===== config.mk =====
export PLATFORM = sky130hd
export DESIGN_NAME = oneline_master
export DESIGN_NICKNAME = d
export VERILOG_FILES = /design/src/rtl/oneline_master.sv
export SDC_FILE = /design/constraint.sdc
export NUM_CORES = 1
export LEC_CHECK = 0
export ABC_AREA = 1
export ABC_CLOCK_PERIOD_IN_PS = 6900
export BUFFER_PORTS_ARGS = -buffer_cell sky130_fd_sc_hd__buf_2
export CAP_MARGIN = 20
export CORE_AREA = 2 2 119 121
export CTS_BUF_LIST = sky130_fd_sc_hd__clkbuf_4
export DETAILED_ROUTE_END_ITERATION = 6
export DIE_AREA = 0 0 121 123
export PLACE_DENSITY = 0.41
export SYNTH_ARGS = -nofsm -noshare
export SYNTH_HDL_FRONTEND = slang
export SYNTH_SLANG_ARGS = --single-unit

===== constraint.sdc =====
create_clock -name clk -period 6.9 [get_ports clk]
set_input_delay 1.38 -clock clk [delete_from_list [all_inputs] [get_ports clk]]
set_output_delay 1.38 -clock clk [all_outputs]
set_load 0.01 [all_outputs]

===== src/rtl/oneline_master.sv =====
module oneline_master #(
  parameter int CLK_PER_US = 4,
  parameter logic [3:0] REV_MAJOR = 4'd2,
  parameter logic [3:0] REV_MINOR = 4'd1
) (
  input  logic       clk,
  input  logic       rst_n,
  input  logic       wr_en,
  input  logic       rd_en,
  input  logic [4:0] addr,
  input  logic [7:0] wdata,
  output logic [7:0] rdata,
  output logic       line_pull,
  input  logic       line_in,
  output logic       irq
);
  localparam int OW_SLOT = 65, OW_LOW1 = 6, OW_LOW0 = 60, OW_RSAMP = 15;
  localparam int OW_BRK_LOW = 480, OW_PRES = 70, OW_BRK_END = 960;
  localparam int HQ_SLOT = 190, HQ_LOW1 = 40, HQ_LOW0 = 120, HQ_RSAMP = 90;
  localparam int HQ_BRK_LOW = 190, HQ_PRES = 20, HQ_BRK_END = 230;
  localparam int CW = $clog2(OW_BRK_END + 1);
  localparam int PW = (CLK_PER_US > 1) ? $clog2(CLK_PER_US) : 1;

  logic [7:0] tx_data, rx_data, txs;
  logic       single, ie, clken, go, pres, init, dir, mode;
  logic [2:0] irq_st, ev;
  logic [PW-1:0] pre;
  logic [CW-1:0] cnt, low_t, samp_t, end_t;
  logic [2:0] bitn;
  logic [1:0] sync;
  logic tick, slot_end, sample, last_slot, done;
  logic wr_tx, wr_ctl, rd_clr, start;
  logic unused_bit;

  assign unused_bit = wdata[3];
  assign wr_tx  = wr_en && addr == 5'h04 && !go;
  assign wr_ctl = wr_en && addr == 5'h0C && !go;
  assign rd_clr = rd_en && addr == 5'h10;
  assign start  = wr_ctl && wdata[4] && wdata[5];

  always_comb begin
    if (init) begin
      low_t  = CW'(mode ? OW_BRK_LOW : HQ_BRK_LOW);
      samp_t = low_t + CW'(mode ? OW_PRES : HQ_PRES);
      end_t  = CW'(mode ? OW_BRK_END : HQ_BRK_END);
    end else if (dir) begin
      low_t  = CW'(mode ? OW_LOW1 : 0);
      samp_t = CW'(mode ? OW_RSAMP : HQ_RSAMP);
      end_t  = CW'(mode ? OW_SLOT : HQ_SLOT);
    end else begin
      if (txs[0]) low_t = CW'(mode ? OW_LOW1 : HQ_LOW1);
      else        low_t = CW'(mode ? OW_LOW0 : HQ_LOW0);
      end_t  = CW'(mode ? OW_SLOT : HQ_SLOT);
      samp_t = end_t;
    end
  end

  assign tick      = go && (pre == PW'(CLK_PER_US - 1));
  assign slot_end  = tick && (cnt == end_t - 1'b1);
  assign sample    = tick && (cnt == samp_t);
  assign last_slot = init || single || (bitn == 3'd7);
  assign done      = slot_end && last_slot;
  assign ev        = {done && !init && !dir, done && !init && dir, done && init};
  assign line_pull = go && (cnt < low_t);
  assign irq       = ie && (irq_st != 3'b000);

  always_comb begin
    case (addr)
      5'h00:   rdata = {REV_MAJOR, REV_MINOR};
      5'h04:   rdata = tx_data;
      5'h08:   rdata = rx_data;
      5'h0C:   rdata = {single, ie, clken, go, pres, init, dir, mode};
      5'h10:   rdata = {5'b0, irq_st};
      default: rdata = 8'h00;
    endcase
  end

  always_ff @(posedge clk or negedge rst_n) begin
    if (!rst_n) begin
      tx_data <= '0; rx_data <= '0; txs <= '0;
      {single, ie, clken, go, pres, init, dir, mode} <= '0;
      irq_st <= '0; pre <= '0; cnt <= '0; bitn <= '0; sync <= 2'b11;
    end else begin
      sync   <= {sync[0], line_in};
      irq_st <= (rd_clr ? 3'b000 : irq_st) | ev;
      if (wr_tx) tx_data <= wdata;
      if (wr_ctl) begin
        {single, ie, clken} <= wdata[7:5];
        {init, dir, mode}   <= wdata[2:0];
        go <= start;
        if (start) begin
          pre <= '0; cnt <= '0; bitn <= '0; txs <= tx_data;
          if (wdata[2]) pres <= 1'b0;
        end
      end
      if (go) begin
        pre <= tick ? '0 : pre + 1'b1;
        if (tick) cnt <= slot_end ? '0 : cnt + 1'b1;
        if (sample) begin
          if (init)        pres    <= !sync[1];
          else if (single) rx_data <= {7'b0, sync[1]};
          else             rx_data <= {sync[1], rx_data[7:1]};
        end
        if (slot_end) begin
          txs  <= {1'b0, txs[7:1]};
          bitn <= bitn + 1'b1;
          if (last_slot) begin
            go   <= 1'b0;
            init <= 1'b0;
          end
        end
      end
    end
  end


  tx_lock_chk: assert property (@(posedge clk) disable iff (!rst_n)
    $past(go) |-> $stable(tx_data));


  idle_clk_chk: assert property (@(posedge clk) disable iff (!rst_n)
    !clken |-> !go);


  done_event_chk: assert property (@(posedge clk) disable iff (!rst_n)
    $fell(go) |-> (irq_st != 3'b000));


  rx_hold_chk: assert property (@(posedge clk) disable iff (!rst_n)
    !$past(go) |-> $stable(rx_data));


  init_clear_chk: assert property (@(posedge clk) disable iff (!rst_n)
    $fell(go) |-> !init);
endmodule


==> impl_metrics.tcl, run 1 <==
set metrics [dict create \
    core_area_mm2 0.0136 \
    final_nets 537 \
    min_to "sync[1]" \
    drt_iter0_drc 156 \
    ys_warn_count 0 \
    die_w_um 121 \
    power_frac_seq 0.624 \
    drt_wl_total_um 9220 \
    max_freq_mhz 258 \
    ctsResizeCount 0 \
    fin_crit_ns 3.88 \
    cts.root.buffer_cell "clkbuf_4" \
    hpwlAfterDp_um 6840 \
    whs_ns 0.369 \
    rsz0062_at_grt "no" \
    fin_crit_sh 0.562 \
    grt_pass1_wl_um 15500 \
    critPathLaunchType "flop" \
    floorplan.initialDensity 0.253 \
    syn_nets 513 \
    asyncSetResetFlopFracSynth 1.00 \
    intPower_uw 362 \
    row_count 43 \
    htree_num_levels 2 \
    reg2regPathDepth 10 \
    cellPowerDensity_mw_per_mm2 133 \
    peakVddDrop_mv 0.0812 \
    switchingPower_uw 141 \
    clockBufferDepth 2 \
    critPathKind "flop to output port" \
    cp.arrival_ns 2.50 \
    post_drt_wl_per_cell_um 13.5 \
    layout.cells.non_filler 684 \
    hold_depth 0 \
    finalHoldViolCount 0 \
    ctsHoldBuffers 0 \
    yosysSeqAreaShare 0.378 \
    synth_area_per_cell_um2 7.19 \
    setup_ws_ns 3.02 \
    ys_ff_latch 52 \
    synth_edf_count 0 \
    finalSetupViolCount 0 \
    drc 0 \
    port_buffers 27 \
    grt_pass1_vias 2973 \
    cts_made_buffers 5 \
    r2r_start "init" \
    grt_usage 0.134 \
    p_leak_nw 2.00 \
    grt_max_degree 53 \
    switching_share 0.280 \
    firstDrtPassIters 4 \
    die_y_um 123 \
    r2r_end "txs[7]" \
    die_area_mm2 0.0149 \
    maxSlewHeadroom 0.526 \
    worst_pin_slew_ns 0.711 \
    cp-end-kind "output port" \
    antenna_cells 0 \
    grt_antenna_before_repair 0 \
    synth-main-ff-cell "dfrtp_1" \
    ant_nets 0 \
    overflow 0 \
    max-cap-violations 0 \
    via_count 3019 \
    syn_inst 479 \
    hold_path_class "flop to flop" \
    fin_skew_ns 0.0325 \
    gp_congestion 0.867 \
    multi_input_area_mm2 0.00176 \
    clkSinkCount 52 \
    ff2ff_setup_slack_ns 4.47 \
    layout-drive-gt1-share 0.149 \
    dp.cells 676 \
    post-place-ws_ns 3.11 \
    hold_start "sync[0]" \
    comb_power_share 0.055 \
    cp.required_ns 5.52 \
    seq_area_mm2 0.00130 \
    post_cts_buffers 0 \
    synth.distinct_cells 39 \
    fin_tns_setup_ns 0 \
    tritoncts "yes" \
    crit_fanout 6 \
    via_per_inst 4.41 \
    outcome "complete, no violations" \
    clk_pin_slew_ns 0.16 \
    clock_latency_ns 0.44 \
    fill_cells 1524 \
    drv_slew 0 \
    p_clk_frac 0.321 \
    areaGrowthSynthToFinish_pct 9.80 \
    mappedNetlistArea_mm2 0.00345 \
    io_pins 28 \
]
==> critical path: stages, from the launching register on <==
cell and delay (ns):
dfrtp_1 0.47, inv_1 0.16, a21oi_1 0.24, inv_1 0.08, nand2_1 0.08, o21ai_0 0.09
inv_1 0.08, ha_1 0.23, a21oi_1 0.14, o21ai_0 0.10, nand2_1 0.07, nand3_1 0.07
nor2_1 0.14, buf_2 0.16
==> state kept, by name, indices dropped and copies added, names as in the netlist <==
name	flops
cnt	10
rx_data	8
tx_data	8
txs	8
bitn	3
irq_st	3
pre	2
sync	2
clken	1
dir	1
go	1
ie	1
init	1
mode	1
pres	1
single	1
==> layout by cell type, fill, tap and decap left out, types with 2 or more instances in the layout <==
cell	instances
inv_1	68
inv_6	3
o221ai_1	4
nor2_1	34
nand2_2	9
clkbuf_4	5
o22ai_1	3
dfrtp_1	50
nor2_2	7
nor2_4	3
nand2_1	160
ha_1	16
buf_2	27
o21ai_0	16
nor3_1	7
nand3_2	5
nand4_1	9
inv_2	6
dfstp_2	2
o21ai_1	2
a21oi_1	16
xor2_1	5
nand3_1	33
==> worst max-delay path by stage <==
stage | startpoint | to | cells after the start
detailed placement | addr[1] | rdata[0] | 7
finish | dir | line_pull | 13
global placement | addr[1] | rdata[0] | 7
global route | dir | line_pull | 13
CTS | dir | line_pull | 13
floorplan | addr[1] | rdata[2] | 5
==> final cells by class <==
cell class | instances | share of cell area
clock inverter | 3 | 0.00661
clock buffer | 5 | 0.00992
inverter | 76 | 0.0771
tap | 180 | 0.0595
multi-input combinational | 340 | 0.465
sequential | 52 | 0.345
timing repair buffer | 28 | 0.0377
==> power groups by stage <==
stage                     Sequential, mW  Combinational [mW]  Clock, mW
after floorplan                    0.318              0.0104          0
after global placement             0.319              0.0285          0
after detailed placement           0.319              0.0285          0
after CTS                          0.314              0.0287      0.171
after global routing               0.314              0.0325      0.183
final                              0.313              0.0278      0.161
==> logic make-up after synthesis <==
| family | Yosys count | share of synthesized area |
|---|---|---|
| and+or+nand+nor | 269 | 0.350 |
| buffers and inverters | 87 | 0.111 |
| DFF | 52 | 0.378 |
| AOI/OAI and AO/OA | 48 | 0.0832 |
| adders and majority gates | 16 | 0.0581 |
| xor gates and xnor gates | 6 | 0.0153 |
| muxes | 1 | 0.00327 |
==> routing by layer <==
| layer | up-vias | part of all wire | global-route usage |
|---|---|---|---|
| met2 | 54 | 0.46 | 0.216 |
| met1 | 1399 | 0.48 | 0.180 |
| met5 | - | 0 | 0 |
| li1 | 1558 | - | - |
| met3 | 8 | 0.042 | 0.0341 |
| met4 | 0 | 0.012 | 0.0334 |
==> synthesized netlist by cell type, types with 4 or more instances <==
master / instances / area, um^2
nand2_2: 9 / 56.3
nand3_2: 5 / 50.1
xor2_1: 5 / 43.8
nand2_1: 160 / 601
dfrtp_1: 50 / 1250
ha_1: 16 / 200
o221ai_1: 4 / 35.0
nor2_1: 34 / 128
nand4_1: 9 / 56.3
nand3_1: 33 / 165
nor3_1: 7 / 35.0
o21ai_0: 16 / 80.1
inv_2: 6 / 22.5
inv_1: 68 / 255
a21oi_1: 16 / 80.1
nor2_2: 7 / 43.8
==> metrics by stage <==
| stage | util | cell area [um^2] | power [mW] |
|---|---|---|---|
| after floorplan | - | 3450 | 0.328 |
| after global placement | 0.273 | 3720 | 0.348 |
| after detailed placement | 0.273 | 3720 | 0.347 |
| after CTS | 0.278 | 3780 | 0.513 |
| after global routing | 0.278 | 3780 | 0.529 |
| final | 0.278 | 3780 | 0.503 |
(Power assumes the default switching activity.)
==> run 2, diff against run 1 <==
Settings changed: ABC_AREA 1 to 0, ABC_CLOCK_PERIOD_IN_PS 6900 to 3360, CORE_AREA 2 2 119 121 to 2 2 112 114, DIE_AREA 0 0 121 123 to 0 0 114 116, PLACE_DENSITY 0.41 to 0.43.
Clock period 6.9 ns to 3.36 ns, I/O delays scaled along.
==> run 2 against run 1 <==
Effect of this change:
- core utilization increased by 0.69 points
- routed wire length down 20%
- clock skew down 0.019 ns
- worst hold slack worse by 0.19 ns
- critical path depth down 4
- via count down 24%
- synthesized area decreased by 11%
- non-clock buffer count up 4
==> impl_metrics.tcl, run 2 <==
set metrics [dict create \
    hold_path_class "input pin to asynchronous set/reset pin" \
    via_per_inst 4.91 \
    core_area_mm2 0.0119 \
    fin_tns_setup_ns 0 \
    seq_area_mm2 0.00130 \
    areaGrowthSynthToFinish_pct 10.8 \
    die_y_um 116 \
    yosys-top-cells-area "dfrtp_1 41%, mux2_2 7.7%, ha_1 6.5%" \
    syn_inst 299 \
    final_nets 355 \
    fin_crit_sh 0.897 \
    reg2regPathDepth 7 \
    grt_pass1_vias 2371 \
    tritoncts "yes" \
    clockBufferDepth 2 \
    drt_wl_total_um 7360 \
    drc 0 \
    cp-end-kind "output port" \
    critPathLaunchType "flop" \
    die_area_mm2 0.0132 \
    mostFrequentLayoutCells "50 x dfrtp_1, 27 x buf_2, 25 x nand2_1, 21 x mux2_2, 18 x o21ai_0" \
    synth_edf_count 0 \
    ctsHoldBuffers 0 \
    cellPowerDensity_mw_per_mm2 284 \
    largest_reg_flops 10 \
    cts_made_buffers 5 \
    fin_skew_ns 0.0133 \
    drt_iter0_drc 120 \
    ctsResizeCount 0 \
    synth_area_per_cell_um2 10.2 \
    die_w_um 114 \
    synth.distinct_cells 54 \
    cp.arrival_ns 2.34 \
    grt_usage 0.121 \
    post_cts_buffers 0 \
    drv_slew 0 \
    regMostFlops "cnt" \
    grt_antenna_before_repair 1 \
    synth_top_area_frac 0.408 \
    overflow 0 \
    port_buffers 27 \
    critPathKind "flop to output port" \
    worst_pin_slew_ns 0.667 \
    synth_largest_area_cell "dfrtp_1" \
    crit_end "line_pull" \
    fin_crit_ns 3.02 \
    rsz0062_at_grt "no" \
    whs_ns 0.177 \
    peakVddDrop_mv 0.153 \
    mappedNetlistArea_mm2 0.00306 \
    ys_warn_count 0 \
    synth-main-ff-cell "dfrtp_1" \
    total_power_uw 963 \
    via_count 2308 \
    final_common_cell "dfrtp_1" \
    grt_pass1_wl_um 12400 \
    fill_cells 1274 \
    maxSlewHeadroom 0.552 \
    fin_util 0.285 \
    finalSetupViolCount 0 \
    firstDrtPassIters 4 \
    ys_ff_latch 52 \
    critPathLaunch "mode" \
    clkSinkCount 52 \
    clk_pin_slew_ns 0.15 \
    r2r_start "init" \
    synth.most_common_cell "dfrtp_1" \
    clock_latency_ns 0.39 \
    io_pins 28 \
    layout-drive-gt1-share 0.227 \
    cp.required_ns 2.69 \
    yosysSeqAreaShare 0.426 \
    max_freq_mhz 332 \
    floorplan.initialDensity 0.257 \
    hpwlAfterDp_um 5420 \
    grt_max_degree 38 \
    r2r_end "rx_data[6]" \
    crit_fanout 10 \
    finalHoldViolCount 0 \
    max-cap-violations 0 \
    gp_congestion 0.712 \
    p_leak_nw 1.57 \
    netlist_top_cells_count "50 x dfrtp_1, 25 x nand2_1, 21 x mux2_2" \
    post_drt_wl_per_cell_um 15.7 \
    syn_nets 333 \
    row_count 40 \
    outcome "complete, no violations" \
    multi_input_area_mm2 0.00162 \
    htree_num_levels 2 \
    ff2ff_setup_slack_ns 0.66 \
    asyncSetResetFlopFracSynth 1.00 \
    cts.root.buffer_cell "clkbuf_4" \
    ant_nets 0 \
]
-- run 2: critical path, cell delays in order (launching register included) --
cell and delay, ns:
dfrtp_1 0.66, ha_1 0.28, inv_1 0.05, ha_1 0.30, nand3_1 0.11, nor2_1 0.05, a21oi_1 0.11, nand4_1 0.10
a31oi_1 0.15, buf_2 0.15
-- run 2: logic make-up after synthesis --
logic type,synth area share
buf+inv,0.0466
fa+ha+maj,0.0654
xor+xnor,0.0143
flops,0.426
simple gates,0.170
compound gates,0.158
mux,0.120
-- run 2: metal layers --
layer | part of all wire | wire length, um | vias up | GRT usage
met5 | 0 | 0 | - | 0
met4 | 0.012 | 92 | 0 | 0.0341
met3 | 0.045 | 329 | 7 | 0.0324
met2 | 0.46 | 3390 | 52 | 0.190
met1 | 0.48 | 3550 | 1116 | 0.164
li1 | - | - | 1133 | -
-- run 2: how the worst min path moves through the flow --
stage,startpoint,to,slack [ns]
final,rst_n,cnt[5],0.18
after global routing,rst_n,irq_st[2],0.16
after CTS,rst_n,irq_st[0],0.18
after detailed placement,sync[0],sync[1],0.35
after global placement,sync[0],sync[1],0.35
after floorplan,sync[0],sync[1],0.35
-- run 2: power breakdown --
group	leakage [nW]	internal (mW)	switching, mW
combinational	0.902	0.0121	0.0245
clock	0.0293	0.0882	0.209
sequential	0.637	0.628	0.000761
total	1.57	0.729	0.234
-- run 2: stage by stage --
stage / instance area, um^2 / cells / worst slack (ns)
after global placement: 3330 / 461 / 0.601
after CTS: 3390 / 469 / 0.246
after detailed placement: 3330 / 461 / 0.574
after floorplan: 3060 / 299 / 0.741
after global routing: 3390 / 469 / 0.0958
final: 3390 / 470 / 0.345
-- run 2: layout make-up --
cell class / instances / area share
antenna: 1 / 0.000737
clock buffer: 6 / 0.0133
clock inverter: 2 / 0.00332
inverter: 14 / 0.0155
multi-input combinational: 216 / 0.478
sequential: 52 / 0.384
tap: 147 / 0.0542
timing repair buffer: 32 / 0.0509
==> run 3, diff against run 2 <==
Settings changed: CELL_PAD_IN_SITES_DETAIL_PLACEMENT set to 0, CELL_PAD_IN_SITES_GLOBAL_PLACEMENT set to 1, PLACE_DENSITY 0.43 to 0.51, SETUP_SLACK_MARGIN set to 0.1.
==> run 3 against run 2 <==
Effect of this change:
- total power shrank 0.20%
- die area is the same
- worst hold slack got worse by 0.072 ns
- global-route usage is 0.31 points higher
- non-clock buffer count increased by 1
- clock power about the same
- maximum frequency decreased by 0.39%
==> impl_metrics.tcl, run 3 (synthesis gave the netlist of run 2 again) <==
set metrics [dict create \
    tritoncts "yes" \
    finalSetupViolCount 0 \
    finalHoldViolCount 0 \
    floorplan.initialDensity 0.257 \
    hpwlAfterDp_um 5540 \
    peakVddDrop_mv 0.189 \
    clk_pin_slew_ns 0.16 \
    cellPowerDensity_mw_per_mm2 283 \
    r2r_end "rx_data[4]" \
    regMostFlops "cnt" \
    grt_max_degree 47 \
    post_drt_wl_per_cell_um 16.1 \
    fin_crit_ns 3.03 \
    via_count 2262 \
    multi_input_area_mm2 0.00162 \
    cp.required_ns 2.69 \
    cp_slowest_cell "dfrtp_1" \
    io_pins 28 \
    grt_pass1_vias 2305 \
    grt_usage 0.124 \
    firstDrtPassIters 4 \
    outcome "complete, no violations" \
    clock_latency_ns 0.38 \
    die_y_um 116 \
    fin_tns_setup_ns 0 \
    post_cts_buffers 0 \
    cts.root.buffer_cell "clkbuf_4" \
    cp.arrival_ns 2.36 \
    fin_crit_sh 0.901 \
    setup_ws_ns 0.333 \
    maxSlewHeadroom 0.558 \
    mostFrequentLayoutCells "50 x dfrtp_1, 27 x buf_2, 25 x nand2_1, 21 x mux2_2, 18 x o21ai_0" \
    largest_reg_flops 10 \
    grt_antenna_before_repair 0 \
    critPathLaunch "mode" \
    core_area_mm2 0.0119 \
    seq_area_mm2 0.00130 \
    htree_num_levels 2 \
    gp_congestion 0.704 \
    ant_nets 0 \
    drv_slew 0 \
    crit_top_cell "ha_1" \
    drc 0 \
    critPathLaunchType "flop" \
    fin_skew_ns 0.0160 \
    ff2ff_setup_slack_ns 0.82 \
    max-cap-violations 0 \
    cts_made_buffers 5 \
    ctsResizeCount 0 \
    crit_fanout 10 \
    overflow 0 \
    via_per_inst 4.80 \
    drt_iter0_drc 103 \
    clkSinkCount 52 \
    r2r_start "init" \
    final_nets 356 \
    critPathKind "flop to output port" \
    ctsHoldBuffers 0 \
    rsz0062_at_grt "no" \
    p_leak_nw 1.58 \
    critPathTopFamily "flip-flops" \
    post-place-ws_ns 0.596 \
    clockBufferDepth 2 \
    hold_path_class "input pin to asynchronous set/reset pin" \
    die_area_mm2 0.0132 \
    total_power_uw 961 \
    max_freq_mhz 330 \
    grt_pass1_wl_um 12700 \
    areaGrowthSynthToFinish_pct 10.8 \
    final_common_cell "dfrtp_1" \
    row_count 40 \
    port_buffers 27 \
    worst_pin_slew_ns 0.657 \
    cp-end-kind "output port" \
    max_stage_delay_ns 0.68 \
    path_cells "ha_1 > inv_1 > ha_1 > nand3_1 > nor2_1 > a21oi_1 > nand4_1 > a31oi_1 > buf_2" \
    fill_cells 1291 \
    crit_buf_inv 2 \
    die_w_um 114 \
    layout-drive-gt1-share 0.226 \
    reg2regPathDepth 7 \
    drt_wl_total_um 7580 \
]
run 3: cell count changes in the layout (fill, tap and decap cells not counted), sizes merged:
cell,change
buf,+1
clkinv,+1
inv,+1
clkinvlp,-1
clkbuf,-1
run 3: power by group:
group	switching, mW	total, mW	internal [mW]	leakage, nW
registers	0.000848	0.629	0.628	0.637
clock network	0.213	0.295	0.0815	0.0330
logic	0.0252	0.0373	0.0121	0.906
total	0.239	0.961	0.722	1.58
run 3: layout make-up:
cell class | count | share of cell area
Timing Repair Buffer | 33 | 0.0531
Clock buffer | 5 | 0.0111
Antenna cell | 1 | 0.000737
Clock inverter | 3 | 0.00516
Tap cell | 147 | 0.0542
Sequential cell | 52 | 0.384
Multi-Input combinational cell | 216 | 0.476
Inverter | 14 | 0.0155
run 3: routing by layer:
metal,routed length (um),GRT usage,part of all wire,up-vias
met5,0,0,0,-
li1,-,-,-,1135
met2,3390,0.190,0.45,38
met3,250,0.0256,0.033,5
met1,3870,0.178,0.51,1084
met4,69,0.0317,0.0091,0
run 3: per-stage QoR:
| step | util | cell area, um^2 | instances | hold WS [ns] |
|---|---|---|---|---|
| 2_1_floorplan | - | 3060 | 299 | 0.345 |
| 3_3_place_gp | 0.280 | 3340 | 462 | 0.347 |
| 3_5_place_dp | 0.280 | 3340 | 462 | 0.349 |
| 4_1_cts | 0.285 | 3390 | 470 | 0.0813 |
| 5_1_grt | 0.285 | 3390 | 470 | 0.0745 |
| 6_report | 0.285 | 3390 | 471 | 0.105 |
run 3: worst max-delay path by stage:
stage	to	slack, ns	cells past startpoint
after floorplan	line_pull	0.74	10
after global placement	rdata[4]	0.64	6
after detailed placement	rdata[4]	0.60	6
after CTS	line_pull	0.30	9
after global routing	line_pull	0.15	10
final	line_pull	0.33	9
